`src/rtl/pwm_regbank_pkg.sv`:
```
package pwm_regbank_pkg;

   localparam int unsigned GRP_STRIDE     = 'h14;
   localparam int unsigned CTRL_OFS       = 'h00;
   localparam int unsigned DIV_OFS        = 'h04;
   localparam int unsigned GLB_RUN_ADDR   = 'ha0;
   localparam int unsigned IRQ_PEND_ADDR  = 'ha4;
   localparam int unsigned IRQ_MASK_ADDR  = 'ha8;
   localparam int unsigned IRQ_OVR_ADDR   = 'hac;
   localparam int unsigned IRQ_STAT_ADDR  = 'hb0;

   localparam int unsigned CTL_W = 6;

   typedef enum logic [1:0] {
      CLK_FREE  = 2'd0,
      CLK_GATED = 2'd1,
      CLK_RISE  = 2'd2,
      CLK_FALL  = 2'd3
   } clk_mode_e;

   // bits 5:1 of the control word, run flop kept separately in bit 0
   typedef struct packed {
      clk_mode_e mode;
      logic      inv_b;
      logic      inv_a;
      logic      center;
   } ctl_fields_t;

   function automatic int unsigned grp_base(input int unsigned n);
      return n * GRP_STRIDE;
   endfunction

endpackage

```
`src/rtl/pwm_chan_regs.sv`:
```
module pwm_chan_regs
   import pwm_regbank_pkg::*;
#(
   parameter int unsigned DW     = 32,
   parameter int unsigned INT_W  = 8,
   parameter int unsigned FRAC_W = 4
) (
   input  logic                    clk,
   input  logic                    rst_n,
   input  logic                    ctl_we,
   input  logic                    div_we,
   input  logic                    glb_we,
   input  logic                    glb_run,
   input  logic [CTL_W-1:0]        ctl_wdata,
   input  logic [INT_W+FRAC_W-1:0] div_wdata,
   output logic                    run,
   output ctl_fields_t             fields,
   output logic [INT_W-1:0]        div_int,
   output logic [FRAC_W-1:0]       div_frac,
   output logic [DW-1:0]           ctl_rd,
   output logic [DW-1:0]           div_rd
);

   // the single run flop: reached from the control word and the global register
   always_ff @(posedge clk) begin
      if (!rst_n) begin
         run <= 1'b0;
      end else if (ctl_we) begin
         run <= ctl_wdata[0];
      end else if (glb_we) begin
         run <= glb_run;
      end
   end

   always_ff @(posedge clk) begin
      if (!rst_n) begin
         fields <= '0;
      end else if (ctl_we) begin
         fields <= ctl_fields_t'(ctl_wdata[CTL_W-1:1]);
      end
   end

   always_ff @(posedge clk) begin
      if (!rst_n) begin
         div_int  <= '0;
         div_frac <= '0;
      end else if (div_we) begin
         div_int  <= div_wdata[INT_W+FRAC_W-1:FRAC_W];
         div_frac <= div_wdata[FRAC_W-1:0];
      end
   end

   assign ctl_rd = DW'({fields, run});
   assign div_rd = DW'({div_int, div_frac});

endmodule

```
`src/rtl/pwm_irq_regs.sv`:
```
module pwm_irq_regs #(
   parameter int unsigned NCH         = 8,
   parameter bit          IRQ_REG_OUT = 1'b0
) (
   input  logic           clk,
   input  logic           rst_n,
   input  logic           pend_we,
   input  logic           mask_we,
   input  logic           ovr_we,
   input  logic [NCH-1:0] wdata,
   input  logic [NCH-1:0] wrap,
   output logic [NCH-1:0] pend,
   output logic [NCH-1:0] mask,
   output logic [NCH-1:0] ovr,
   output logic [NCH-1:0] status,
   output logic           irq
);

   logic [NCH-1:0] clr;

   assign clr = pend_we ? wdata : '0;

   // a wrap in the same cycle as a clear keeps the bit set
   always_ff @(posedge clk) begin
      if (!rst_n) begin
         pend <= '0;
      end else begin
         pend <= (pend & ~clr) | wrap;
      end
   end

   always_ff @(posedge clk) begin
      if (!rst_n) begin
         mask <= '0;
         ovr  <= '0;
      end else begin
         if (mask_we) mask <= wdata;
         if (ovr_we)  ovr  <= wdata;
      end
   end

   assign status = (pend & mask) | ovr;

   generate
      if (IRQ_REG_OUT) begin : g_irq_reg
         logic irq_q;
         always_ff @(posedge clk) begin
            if (!rst_n) irq_q <= 1'b0;
            else        irq_q <= |status;
         end
         assign irq = irq_q;
      end else begin : g_irq_comb
         assign irq = |status;
      end
   endgenerate

endmodule

```
`src/rtl/pwm_regbank.sv`:
```
module pwm_regbank
   import pwm_regbank_pkg::*;
#(
   parameter int unsigned NCH         = 8,
   parameter int unsigned DW          = 32,
   parameter int unsigned AW          = 8,
   parameter int unsigned INT_W       = 8,
   parameter int unsigned FRAC_W      = 4,
   parameter bit          IRQ_REG_OUT = 1'b0
) (
   input  logic                    clk,
   input  logic                    rst_n,
   input  logic                    wr_en,
   input  logic                    rd_en,
   input  logic [AW-1:0]           addr,
   input  logic [DW-1:0]           wdata,
   output logic [DW-1:0]           rdata,
   input  logic [NCH-1:0]          wrap_evt,
   output logic [NCH-1:0]          ch_en,
   output logic [NCH-1:0]          ch_center,
   output logic [NCH-1:0]          ch_inv_a,
   output logic [NCH-1:0]          ch_inv_b,
   output logic [2*NCH-1:0]        ch_mode,
   output logic [NCH*INT_W-1:0]    ch_div_int,
   output logic [NCH*FRAC_W-1:0]   ch_div_frac,
   output logic                    irq
);

   localparam int unsigned DIV_W   = INT_W + FRAC_W;
   localparam int unsigned USED_W0 = (CTL_W > DIV_W) ? CTL_W : DIV_W;
   localparam int unsigned USED_W  = (USED_W0 > NCH) ? USED_W0 : NCH;
   localparam int unsigned GRP_END = NCH * GRP_STRIDE;

   localparam logic [AW-1:0] A_GLB  = AW'(GLB_RUN_ADDR);
   localparam logic [AW-1:0] A_PEND = AW'(IRQ_PEND_ADDR);
   localparam logic [AW-1:0] A_MASK = AW'(IRQ_MASK_ADDR);
   localparam logic [AW-1:0] A_OVR  = AW'(IRQ_OVR_ADDR);
   localparam logic [AW-1:0] A_STAT = AW'(IRQ_STAT_ADDR);

   // elaboration-time parameter checks
   generate
      if (NCH < 1 || NCH > DW) begin : g_bad_nch
         $fatal(1, "pwm_regbank: NCH must be in 1..DW");
      end
      if (GRP_END > GLB_RUN_ADDR) begin : g_bad_map
         $fatal(1, "pwm_regbank: channel groups overlap the global registers");
      end
      if ((1 << AW) <= IRQ_STAT_ADDR) begin : g_bad_aw
         $fatal(1, "pwm_regbank: AW too small for the register map");
      end
      if (USED_W > DW) begin : g_bad_dw
         $fatal(1, "pwm_regbank: fields do not fit in DW");
      end
      if (USED_W < DW) begin : g_hi_bits
         logic unused_wdata_hi;
         assign unused_wdata_hi = ^wdata[DW-1:USED_W];
      end
   endgenerate

   logic [NCH-1:0] ctl_we;
   logic [NCH-1:0] div_we;
   logic           glb_we;
   logic [DW-1:0]  ctl_rd [NCH];
   logic [DW-1:0]  div_rd [NCH];
   logic [NCH-1:0] irq_pend;
   logic [NCH-1:0] irq_mask;
   logic [NCH-1:0] irq_ovr;
   logic [NCH-1:0] irq_stat;

   assign glb_we = wr_en && (addr == A_GLB);

   generate
      for (genvar i = 0; i < NCH; i++) begin : g_ch
         localparam logic [AW-1:0] A_CTL = AW'(grp_base(i) + CTRL_OFS);
         localparam logic [AW-1:0] A_DIV = AW'(grp_base(i) + DIV_OFS);
         ctl_fields_t f;

         assign ctl_we[i] = wr_en && (addr == A_CTL);
         assign div_we[i] = wr_en && (addr == A_DIV);

         pwm_chan_regs #(
            .DW     (DW),
            .INT_W  (INT_W),
            .FRAC_W (FRAC_W)
         ) u_chan (
            .clk       (clk),
            .rst_n     (rst_n),
            .ctl_we    (ctl_we[i]),
            .div_we    (div_we[i]),
            .glb_we    (glb_we),
            .glb_run   (wdata[i]),
            .ctl_wdata (wdata[CTL_W-1:0]),
            .div_wdata (wdata[DIV_W-1:0]),
            .run       (ch_en[i]),
            .fields    (f),
            .div_int   (ch_div_int[i*INT_W +: INT_W]),
            .div_frac  (ch_div_frac[i*FRAC_W +: FRAC_W]),
            .ctl_rd    (ctl_rd[i]),
            .div_rd    (div_rd[i])
         );

         assign ch_center[i]    = f.center;
         assign ch_inv_a[i]     = f.inv_a;
         assign ch_inv_b[i]     = f.inv_b;
         assign ch_mode[2*i +: 2] = f.mode;
      end
   endgenerate

   pwm_irq_regs #(
      .NCH         (NCH),
      .IRQ_REG_OUT (IRQ_REG_OUT)
   ) u_irq (
      .clk     (clk),
      .rst_n   (rst_n),
      .pend_we (wr_en && (addr == A_PEND)),
      .mask_we (wr_en && (addr == A_MASK)),
      .ovr_we  (wr_en && (addr == A_OVR)),
      .wdata   (wdata[NCH-1:0]),
      .wrap    (wrap_evt),
      .pend    (irq_pend),
      .mask    (irq_mask),
      .ovr     (irq_ovr),
      .status  (irq_stat),
      .irq     (irq)
   );

   // combinational read mux; unmatched addresses fall through to zero
   always_comb begin
      rdata = '0;
      if (rd_en) begin
         for (int i = 0; i < NCH; i++) begin
            if (addr == AW'(grp_base(i) + CTRL_OFS)) rdata = ctl_rd[i];
            if (addr == AW'(grp_base(i) + DIV_OFS))  rdata = div_rd[i];
         end
         if (addr == A_GLB)  rdata = DW'(ch_en);
         if (addr == A_PEND) rdata = DW'(irq_pend);
         if (addr == A_MASK) rdata = DW'(irq_mask);
         if (addr == A_OVR)  rdata = DW'(irq_ovr);
         if (addr == A_STAT) rdata = DW'(irq_stat);
      end
   end

endmodule

```
`config.mk`:
```
export PLATFORM = sky130hd
export DESIGN_NAME = pwm_regbank
export DESIGN_NICKNAME = d
export VERILOG_FILES = /design/src/rtl/pwm_regbank_pkg.sv /design/src/rtl/pwm_chan_regs.sv /design/src/rtl/pwm_irq_regs.sv /design/src/rtl/pwm_regbank.sv
export SDC_FILE = /design/constraint.sdc
export NUM_CORES = 1
export LEC_CHECK = 0
export BUFFER_PORTS_ARGS = -buffer_cell sky130_fd_sc_hd__buf_2
export CAP_MARGIN = 25
export CORE_ASPECT_RATIO = 1.2
export CORE_MARGIN = 3
export CORE_UTILIZATION = 29
export CTS_CLUSTER_SIZE = 12
export DETAILED_ROUTE_END_ITERATION = 8
export HOLD_SLACK_MARGIN = 0.03
export SLEW_MARGIN = 40
export SYNTH_ARGS = -nofsm -noshare
export SYNTH_HDL_FRONTEND = slang
export SYNTH_HIERARCHICAL = 1
export SYNTH_SLANG_ARGS = --single-unit
```
`constraint.sdc`:
```
create_clock -name clk -period 2.7 [get_ports clk]
set_input_delay 0.405 -clock clk [delete_from_list [all_inputs] [get_ports clk]]
set_output_delay 0.405 -clock clk [all_outputs]
set_load 0.01 [all_outputs]
```
==> results.md, run 1 <==
- Post-CTS Hold Fix Bufs: 0
- Area contributors post-synth: buf_4, dfxtp_1, mux2i_1
- Sequential fraction of the synthesis area: 0.222
- Post-synth top area cell: buf_4
- Setup-failing EPs final: 9
- Initial core utilization: 0.294
- Antenna Violating Nets Remaining: 0
- Placed cells: 2674
- Multi-input gate area: 9520 um^2
- DRT Wirelength: 54.9 mm
- VDD IR max: 0.455 mV
- Top FF cell, synth: dfxtp_1
- Violated checks: negative setup slack
- Min Hold Slack: 0.176 ns
- Register area: 3360 um^2
- Clock insertion delay at the later pin of the skew report: 0.45 ns
- Max-cap violations: 0
- P_leak: 7.67 nW
- # IOs: 229
- Area share of the leading cell type in the synthesized netlist: 0.264
- Async S/R FF share, synth: 0
- Pre-CTS setup slack: -0.579 ns
- Final period utilization: 1.03
- Gr usage total: 0.189
- Synthesis warning total: 6
- Worst-path fanout max: 6
- DPL Wire Length: 42.0 mm
- Compound-Gate Fraction of Synth Area: 0.201
- Worst Slack Setup Final: -0.0758 ns
- Die Footprint: 55000 um^2
- Chip Height: 256 um
- Remaining global-route overflow: 0
- Layout Utilization: 0.351
- Seq cells post-synth: 168
- Port Buf Inserts: 207
- H-Tree Depth: 4
- Die span in x: 215 um
- Synthesized cell area: 15200 um^2
- DR pass1 iterations: 5
- Post-synth cell types: 79
- Rows: 91
- Commonest non-fill, non-tap cell in the layout: conb_1
- Vias in the first global route: 12600
- Critical Path AT: 2.37 ns
- Drt drc: 0
- Critical path endpoint category: output pin
- Post-Syn Instances: 1806
- Filler cells: 5279
- CTS clk-pin slew, worst paths: 0.07 ns
- Global-route wire length before repair: 80.1 mm
- CTS max path bufs: 2
- Most frequent cells in the layout: conb_1, buf_4, buf_2, dfxtp_1, nor2b_1
- Worst slew pin tran: 0.597 ns
- Area delta synth->final: 19.6%
- Diodes inserted: 0
- Worst Hold Depth: 3
- Clock skew: 0 ns
- Unrepaired setup endpoints after global routing: yes
- Global placer's final weighted congestion: 0.925
- Wire length per cell: 20.0 um
- Vias per cell: 4.68
- Via count: 12900
- Simple-Gate Fraction of Synth Area: 0.157
- Pwr/cell area: 316 nW/um^2
- Min cycle time layout: 2.78 ns
- Layout Cells excl Fill: 2750
- XOR/XNOR share of the synthesized area: 0
- CP required: 2.30 ns
- Main combinational cell family by area after synthesis: buffers and inverters
- CP Class: in2out
- Worst hold path class: in2reg
- CP Launch Type: input pin
- Syn_area_per_cell: 8.39 um^2
- Post-synthesis mux area share: 0.117
- Clk root buf: clkbuf_16
- Iter 0 DRT Violations: 996
- CTS tree: yes
- CTS buffer count: 17
- Share of layout cells above drive strength 1: 0.337
- FMAX: 360 MHz
- Rel. slew slack: 0.602
- Worst R2R Path Depth: 3
- Fraction of the mapped netlist area in adder cells: 0
- Initial antenna violation count: 0
- Status: finished with violations
- Post-layout instance area: 18100 um^2
- Final Hold Fails: 0
- Placed cell areas: 15800 um^2
- Sink Count: 168
- Largest net degree at the start of global routing: 66
- Final slew viol count: 0
- Layout Nets: 2092
- Number of synthesized flops with an enable pin: 0
- Core area: 51600 um^2
==> metrics by stage <==
stage	TNS [ns]	total power, mW
4_1_cts	-0.443	5.69
5_1_grt	-1.70	5.91
6_report	-0.387	5.73
3_3_place_gp	-7.27	3.12
2_1_floorplan	0	3.24
3_5_place_dp	-7.29	3.13
==> critical path: stages <==
cell and delay [ns]:
buf_8 0.10, buf_6 0.12, buf_6 0.11, or4b_4 0.56, nor2_4 0.22, a221oi_2 0.11
a21oi_2 0.23, o21ai_2 0.12, a31oi_1 0.22, buf_2 0.17
==> report_power, final <==
| group | switching, mW | internal, mW |
|---|---|---|
| combinational | 0.417 | 0.294 |
| clock | 1.16 | 1.36 |
| sequential | 0.0123 | 2.49 |
==> layout make-up <==
type,instances,share of cell area
clock inverter,13,0.00843
inverter,8,0.00166
clock buffer,19,0.0250
timing repair buffer,484,0.206
tap,697,0.0481
multi-input combinational,1361,0.526
sequential,168,0.186
==> timing repair <==
action                     4_1_cts  5_1_grt
setup endpoints to repair       31       31
cloned                           3        0
pin swaps                       49       74
resized for setup              170      143
setup buffers                   26       24
==> registers in the layout (all words and copies together) (netlist names) <==
signal	cells
u_irq/pend	8
g_ch.u_chan/ctl_rd	40
g_ch.u_chan/run	8
g_ch.u_chan/div_frac	32
u_irq/ovr	8
g_ch.u_chan/div_int	64
u_irq/mask	8
==> cell usage after synthesis (8+ instances only) <==
master    count
mux2i_1     163
nor3_1        9
a22o_1       17
a21oi_1      40
o211a_1       8
o221ai_1      9
buf_4       532
and2_1       13
nand2_1      63
nand2b_1     13
nor2_1       49
clkbuf_1     31
buf_2        48
conb_1        8
a221oi_1     42
buf_6        15
o22ai_1      33
a22oi_1      76
a31oi_1      19
a211oi_1      9
a41oi_1       8
a221o_1      10
nor2b_1     166
and3_1       24
inv_1         8
a222oi_1     15
o21ai_0      59
a21o_1        9
nand3_1      27
dfxtp_1     168
mux2_2       12
==> per-layer routing <==
layer	share of wire	routed length, um	global-route usage	vias up
li1	-	-	-	6084
met1	0.38	21100	0.211	6234
met2	0.52	28300	0.348	429
met3	0.051	2820	0.0324	111
met4	0.050	2720	0.0893	0
met5	0	0	0	-
==> path summary, 6_finish.rpt <==
check | startpoint | endpoint | slack, ns
setup / recovery | addr[3] | rdata[5] | -0.08
hold reg to reg | g_ch[5].u_chan/div_frac[2]$_SDFFE_PN0P_ | g_ch[5].u_chan/div_frac[2]$_SDFFE_PN0P_ | 0.54
hold / removal | wrap_evt[3] | u_irq/pend[3]$_SDFF_PN0_ | 0.18
setup reg to reg | g_ch[1].u_chan/run$_SDFFE_PN0P_ | g_ch[1].u_chan/run$_SDFFE_PN0P_ | 1.63
==> cell families after synthesis <==
kind of cell | count (synthesis)
AOI/OAI and AO/OA | 413
buffers and inverters | 637
DFF | 168
muxes | 175
other | 8
and+or+nand+nor | 405
Power figures use the tool's default switching activity.
==> run 2: changes to the inputs <==
--- a/config.mk
+++ b/config.mk
@@ -9,10 +9,11 @@
 export CAP_MARGIN = 25
 export CORE_ASPECT_RATIO = 1.2
 export CORE_MARGIN = 3
-export CORE_UTILIZATION = 29
+export CORE_UTILIZATION = 40
 export CTS_CLUSTER_SIZE = 12
 export DETAILED_ROUTE_END_ITERATION = 8
 export HOLD_SLACK_MARGIN = 0.03
+export MAX_ROUTING_LAYER = met4
 export SLEW_MARGIN = 40
 export SYNTH_ARGS = -nofsm -noshare
 export SYNTH_HDL_FRONTEND = slang
==> results.md, run 2 (synthesis gave the netlist of run 1 again) <==
- Final Hold Fails: 0 (unchanged)
- Clock Power Share: 0.437 (-0.003)
- FMAX: 362 MHz (+0.61%)
- Worst slew pin tran: 0.626 ns (+0.0290 ns)
- Die span in x: 184 um (-14%)
- Clock insertion delay at the later pin of the skew report: 0.44 ns (about the same)
- Max incr delay on CP: 0.61 ns (+0.05 ns)
- Largest net degree at the start of global routing: 119 (+80%)
- Multi-input gate area: 9370 um^2 (-1.6%)
- Combinational Power Share: 0.118 (-0.006)
- DPL Wire Length: 37.9 mm (-9.7%)
- CTS clk-pin slew, worst paths: 0.06 ns (about the same)
- Largest reg by FF count: g_ch.u_chan/div_int
- Net switching power: 1.46 mW (-7.7%)
- Post-CTS Hold Fix Bufs: 0 (unchanged)
- Int Power: 4.15 mW (+0.20%)
- Max-cap violations: 0 (unchanged)
- Rel. slew slack: 0.582 (-0.0194)
- Unrepaired setup endpoints after global routing: yes
- CP required: 2.30 ns (about the same)
- Setup-failing EPs final: 3 (-6)
- CTS max path bufs: 2 (unchanged)
- Initial antenna violation count: 0 (unchanged)
- CTS buffer count: 17 (unchanged)
- CP dominant cell by count: buf_12
- Antenna Violating Nets Remaining: 0 (unchanged)
- Initial core utilization: 0.409 (+0.115)
- Iter 0 DRT Violations: 798 (-20%)
- Status: finished with violations
- Critical Path AT: 2.35 ns (-0.02 ns)
- Min cycle time layout: 2.76 ns (-0.0169 ns)
- Area delta synth->final: 14.7%
- VDD IR max: 0.430 mV (-5.5%)
- Placed cells: 2444 (-8.6%)
- Sequential Power Share: 0.445 (+0.009)
- Share of layout cells above drive strength 1: 0.328 (-0.00864)
- Pwr/cell area: 323 nW/um^2 (+2.1%)
- Critical path endpoint category: output pin
- Worst hold path class: in2reg
- Clk root buf: clkbuf_16
- Crit path max-delay family: compound AO/OA/AOI/OAI gates
- CP Launch Type: input pin
- CTS tree: yes
- Sink Count: 168 (unchanged)
- Clock skew: 0 ns (unchanged)
- Drt drc: 0 (unchanged)
- Worst-path fanout max: 11 (+5)
- Pre-CTS setup slack: -0.497 ns (+0.0824 ns)
- Filler cells: 3600 (-32%)
- Vias per cell: 5.06 (+8.3%)
- Gr usage total: 0.250 (+0.0611)
- Violated checks: negative setup slack
- Global-route wire length before repair: 74.9 mm (-6.6%)
- Wire length per cell: 20.1 um (+0.82%)
- Worst Slack Setup Final: -0.0588 ns (+0.0169 ns)
- Via count: 12700 (-0.97%)
- Net Sw Frac: 0.261 (-0.0162)
- Layout Cells excl Fill: 2514 (-8.6%)
- Vias in the first global route: 12400 (-1.3%)
- Buf/Inv on CP: 3 (-1)
- CP Class: in2out
- Most frequent cells in the layout: conb_1, buf_4, buf_2, dfxtp_1, nor2b_1
- Register area: 3360 um^2 (unchanged)
- DR pass1 iterations: 6 (+1)
- Port Buf Inserts: 207 (unchanged)
- Commonest non-fill, non-tap cell in the layout: conb_1
- Final period utilization: 1.02 (-0.00627)
- Layout Nets: 2079 (-0.62%)
- Rows: 77 (-15%)
- # IOs: 229 (unchanged)
- Max reg flops: 64 (unchanged)
- DRT Wirelength: 50.6 mm (-7.8%)
- Die Footprint: 40300 um^2 (-27%)
- Remaining global-route overflow: 0 (unchanged)
- P_leak: 7.56 nW (-1.4%)
- Layout Utilization: 0.469 (+0.117)
- CP max-delay cell: or4b_4
- Global placer's final weighted congestion: 0.950 (+2.8%)
- CP Cell Sequence: buf_12, or4b_4, buf_12, a31oi_4, o22ai_1, o21ai_1, a41oi_2, o221a_1, buf_2
- H-Tree Depth: 4 (unchanged)
- Diodes inserted: 0 (unchanged)
- Chip Height: 219 um (-15%)
- Final slew viol count: 0 (unchanged)
- Core area: 37100 um^2 (-28%)
==> run 2: cell count changes in the layout (fill, tap and decap cells not counted), moves of 4 or more <==
cell        delta
nor2_1         +4
clkinvlp_4     +4
o21ai_1        -5
buf_8          -6
nand3_2        +4
a221oi_4       -4
a221oi_2       +4
o21ai_0        +8
buf_4          +7
buf_6         -18
buf_2          +6
==> run 2: layout make-up <==
cell class              instances  share of cell area
clock buffers                  19              0.0255
inverters                       8             0.00173
clock inverters                13             0.00835
flip-flops and latches        168               0.193
well taps                     474              0.0341
multi-input cells            1362               0.539
repair buffers                470               0.198
==> run 2: worst reg2reg max path: cells and delay by family, from the launching register on <==
kind                   cells  cell delay, ns
AO/OA/AOI/OAI              1            0.20
flip-flops                 1            0.33
buffers and inverters      1            0.16
multiplexers               1            0.26
==> run 2: stage by stage <==
stage | hold WS (ns) | instance area, um^2 | total power [mW] | TNS, ns
after global placement | 0.519 | 15500 | 3.10 | -5.03
after floorplan | 0.490 | 16500 | 3.24 | 0
after detailed placement | 0.526 | 15500 | 3.11 | -5.23
final | 0.184 | 17400 | 5.62 | -0.118
after global routing | 0.206 | 17400 | 5.80 | -0.661
after CTS | 0.155 | 16900 | 5.61 | -0.0514
==> run 2: path summary, 6_finish.rpt <==
path / startpoint / end / slack (ns) / cells after the start
max: addr[6] / rdata[8] / -0.06 / 9
min: wrap_evt[2] / u_irq/pend[2]$_SDFF_PN0_ / 0.18 / 3
max reg2reg: g_ch[1].u_chan/run$_SDFFE_PN0P_ / g_ch[1].u_chan/run$_SDFFE_PN0P_ / 1.65 / 3
min reg2reg: u_irq/pend[7]$_SDFF_PN0_ / u_irq/pend[7]$_SDFF_PN0_ / 0.54 / 2
==> run 2: routing by layer <==
layer / vias up / share of wire / track usage
li1: 6052 / - / -
met1: 6128 / 0.39 / 0.284
met2: 438 / 0.50 / 0.433
met5: - / 0 / -
met4: 0 / 0.054 / 0.124
met3: 115 / 0.053 / 0.0333
==> run 2: power by group through the flow <==
stage               clock network, mW  logic [mW]  registers (mW)
CTS                              2.51       0.606            2.50
floorplan                           0       0.687            2.55
global placement                    0       0.545            2.56
detailed placement                  0       0.551            2.56
finish                           2.46       0.662            2.50
global route                     2.58       0.720            2.50
==> run 2: repair_timing <==
item,in CTS,in global routing
hold endpoints to repair,0,0
pin swaps,54,61
cloned,1,1
gates resized for setup,150,93
setup endpoints to repair,31,31
buffers inserted,30,15
==> run 3: changes to the inputs <==
--- a/config.mk
+++ b/config.mk
@@ -10,12 +10,13 @@
 export CORE_ASPECT_RATIO = 1.2
 export CORE_MARGIN = 3
 export CORE_UTILIZATION = 40
+export CTS_CLUSTER_DIAMETER = 150
 export CTS_CLUSTER_SIZE = 12
 export DETAILED_ROUTE_END_ITERATION = 8
 export HOLD_SLACK_MARGIN = 0.03
 export MAX_ROUTING_LAYER = met4
+export PLACE_DENSITY = 0.75
 export SLEW_MARGIN = 40
 export SYNTH_ARGS = -nofsm -noshare
 export SYNTH_HDL_FRONTEND = slang
-export SYNTH_HIERARCHICAL = 1
 export SYNTH_SLANG_ARGS = --single-unit
==> results.md, run 3 <==
- CP Class: reg2out
- Top FF cell, synth: dfxtp_1
- CTS tree: yes
- Max incr delay on CP: 0.40 ns (-0.21 ns)
- Worst slew pin tran: 0.725 ns (+0.0987 ns)
- Remaining global-route overflow: 0 (unchanged)
- CTS max path bufs: 2 (unchanged)
- VDD IR max: 0.382 mV (-11%)
- Rel. slew slack: 0.515 (-0.0670)
- Most frequent cell after synthesis: nand2_1
- Worst Slack Setup Final: -0.0178 ns (+0.0410 ns)
- DPL Wire Length: 28.4 mm (-25%)
- Port Buf Inserts: 188 (-9.2%)
- Seq cells post-synth: 168 (unchanged)
- Number of synthesized flops with an enable pin: 0 (unchanged)
- Crit path max-delay family: compound AO/OA/AOI/OAI gates
- CP required: 2.30 ns (about the same)
- Placed cell areas: 11200 um^2 (-28%)
- Post-synth cell types: 77 (-2.5%)
- Async S/R FF share, synth: 0 (unchanged)
- Wire length per cell: 22.4 um (+11%)
- Post-Syn Instances: 1126 (-38%)
- Min Hold Slack: 0.204 ns (+0.0199 ns)
- Post-CTS Hold Fix Bufs: 0 (unchanged)
- Placed cells: 1668 (-32%)
- Share of layout cells above drive strength 1: 0.335 (+0.00632)
- Layout Nets: 1452 (-30%)
- Post-layout instance area: 12400 um^2 (-29%)
- Synth cell count leaders: nand2_1, dfxtp_1, nand3_1
- CTS clk-pin slew, worst paths: 0.07 ns (about the same)
- Sequential fraction of the synthesis area: 0.364 (+0.142)
- Layout Cells excl Fill: 1724 (-31%)
- Global placer's final weighted congestion: 1.02 (+7.4%)
- CP Cell Sequence: and3b_1, o211ai_1, o2111ai_1, a311oi_2, nand4b_1, a21oi_2, buf_2
- Largest reg by FF count: g_ch.u_chan.div_int
- Clk root buf: clkbuf_16
- Area contributors post-synth: dfxtp_1, nand2_1, a21boi_0
- FMAX: 368 MHz (+1.5%)
- Worst-path fanout max: 3 (-8)
- Net Sw Frac: 0.262 (+0.00156)
- Largest net degree at the start of global routing: 88 (-26%)
- Clock skew: 0 ns (unchanged)
- Net switching power: 1.45 mW (-0.93%)
- P_leak: 5.40 nW (-29%)
- H-Tree Depth: 4 (unchanged)
- Vias per cell: 5.85 (+16%)
- Vias in the first global route: 9668 (-22%)
- Max reg flops: 64 (unchanged)
- CP Launch Type: register
- Die Footprint: 25000 um^2 (-38%)
- Clock insertion delay at the later pin of the skew report: 0.43 ns (about the same)
- DR pass1 iterations: 5 (-1)
- Area delta synth->final: 34.0%
- Initial antenna violation count: 1 (+1)
- Critical Path AT: 2.31 ns (-0.04 ns)
- Final slew viol count: 0 (unchanged)
- Final period utilization: 1.01 (-0.0152)
- Via count: 10100 (-21%)
- Antenna Violating Nets Remaining: 0 (unchanged)
- Unrepaired setup endpoints after global routing: yes
- Int Power: 4.08 mW (-1.7%)
- Status: finished with violations
- Final Hold Fails: 0 (unchanged)
- Gr usage total: 0.308 (+0.0572)
- Drt drc: 0 (unchanged)
- DRT Wirelength: 38.6 mm (-24%)
- Synthesized cell area: 9250 um^2 (-39%)
- Iter 0 DRT Violations: 1029 (+29%)
- Initial core utilization: 0.409 (+0.000790)
- Area share of the leading cell type in the synthesized netlist: 0.364 (+0.100)
- Rows: 60 (-22%)
- Sink Count: 168 (unchanged)
- Violated checks: negative setup slack
- Clock Power Share: 0.444 (+0.007)
- Buf/Inv on CP: 1 (-2)
- Syn_area_per_cell: 8.22 um^2 (-2.1%)
- Min cycle time layout: 2.72 ns (-0.0410 ns)
- Core area: 22600 um^2 (-39%)
- Synthesis warning total: 0 (-6)
- # IOs: 229 (unchanged)
- Chip Height: 173 um (-21%)
- Die span in x: 145 um (-21%)
- Combinational Power Share: 0.104 (-0.014)
- Worst hold path class: in2reg
- CP max-delay cell: a311oi_2
- CTS buffer count: 17 (unchanged)
- Most frequent cells in the layout: nand2_1, buf_2, dfxtp_1, buf_4, nand3_1
- Commonest non-fill, non-tap cell in the layout: nand2_1
- Pwr/cell area: 446 nW/um^2 (+38%)
- Post-synth top area cell: dfxtp_1
- Critical path endpoint category: output pin
- Sequential Power Share: 0.452 (+0.007)
- Max-cap violations: 0 (unchanged)
- Setup-failing EPs final: 3 (unchanged)
- Global-route wire length before repair: 57.9 mm (-23%)
[run 3: worst paths after layout]
kind                                                             start                                     end  slack, ns  cells past startpoint
worst min register to register  g_ch[2].u_chan.div_int[5]$_SDFFE_PN0P_  g_ch[2].u_chan.div_int[5]$_SDFFE_PN0P_       0.47                      2
worst max-delay path            g_ch[4].u_chan.div_int[1]$_SDFFE_PN0P_                                rdata[5]      -0.02                      7
worst max register to register         g_ch[2].u_chan.run$_SDFFE_PN0P_         g_ch[2].u_chan.run$_SDFFE_PN0P_       1.83                      3
worst min-delay path                                       wrap_evt[0]                u_irq.pend[0]$_SDFF_PN0_       0.20                      3
[run 3: logic make-up after synthesis]
logic type / count (synthesis) / synth area share
other: 1 / 0.000405
AOI/OAI and AO/OA: 285 / 0.222
buffers and inverters: 143 / 0.0835
and+or+nand+nor: 468 / 0.263
DFF: 168 / 0.364
muxes: 61 / 0.0679
[run 3: layout make-up]
class / count / area (um^2)
diodes: 1 / 2.50
clock buffers: 21 / 470
clock inverters: 11 / 111
fillers: 2087 / 10200
inverters: 9 / 33.8
multi-input cells: 834 / 5520
flip-flops and latches: 168 / 3360
well taps: 310 / 388
repair buffers: 370 / 2510
[run 3: what timing repair did]
action	in CTS	in global routing
gates cloned	0	0
gates resized for setup	48	61
setup buffers	10	15
setup endpoints to repair	12	12
pin swaps	28	30
[run 3: through the flow]
| stage | utilization | total power, mW | setup TNS (ns) | worst slack, ns |
|---|---|---|---|---|
| after floorplan | - | 2.85 | 0 | 0.377 |
| after global placement | 0.494 | 3.05 | -1.45 | -0.232 |
| after detailed placement | 0.494 | 3.05 | -1.32 | -0.173 |
| after CTS | 0.532 | 5.49 | 0 | 0.00346 |
| after global routing | 0.549 | 5.67 | -0.250 | -0.0811 |
| final | 0.549 | 5.53 | -0.0352 | -0.0178 |
[run 3: metal layers]
metal / global-route usage / wire length, um
met4: 0.121 / 1650
met3: 0.0459 / 2870
met1: 0.390 / 15700
met2: 0.489 / 18300
met5: - / 0
[run 3: power by group through the flow]
stage | registers, mW | logic (mW) | clock network [mW]
4_1_cts | 2.50 | 0.525 | 2.47
3_3_place_gp | 2.56 | 0.492 | 0
6_report | 2.50 | 0.573 | 2.46
5_1_grt | 2.50 | 0.598 | 2.57
2_1_floorplan | 2.55 | 0.300 | 0
3_5_place_dp | 2.56 | 0.495 | 0
[run 3: tightest hold or removal path: cells and delay by family]
family / cells / cell delay, ns
compound gates: 1 / 0.03
buf+inv: 1 / 0.08
simple gates: 1 / 0.09
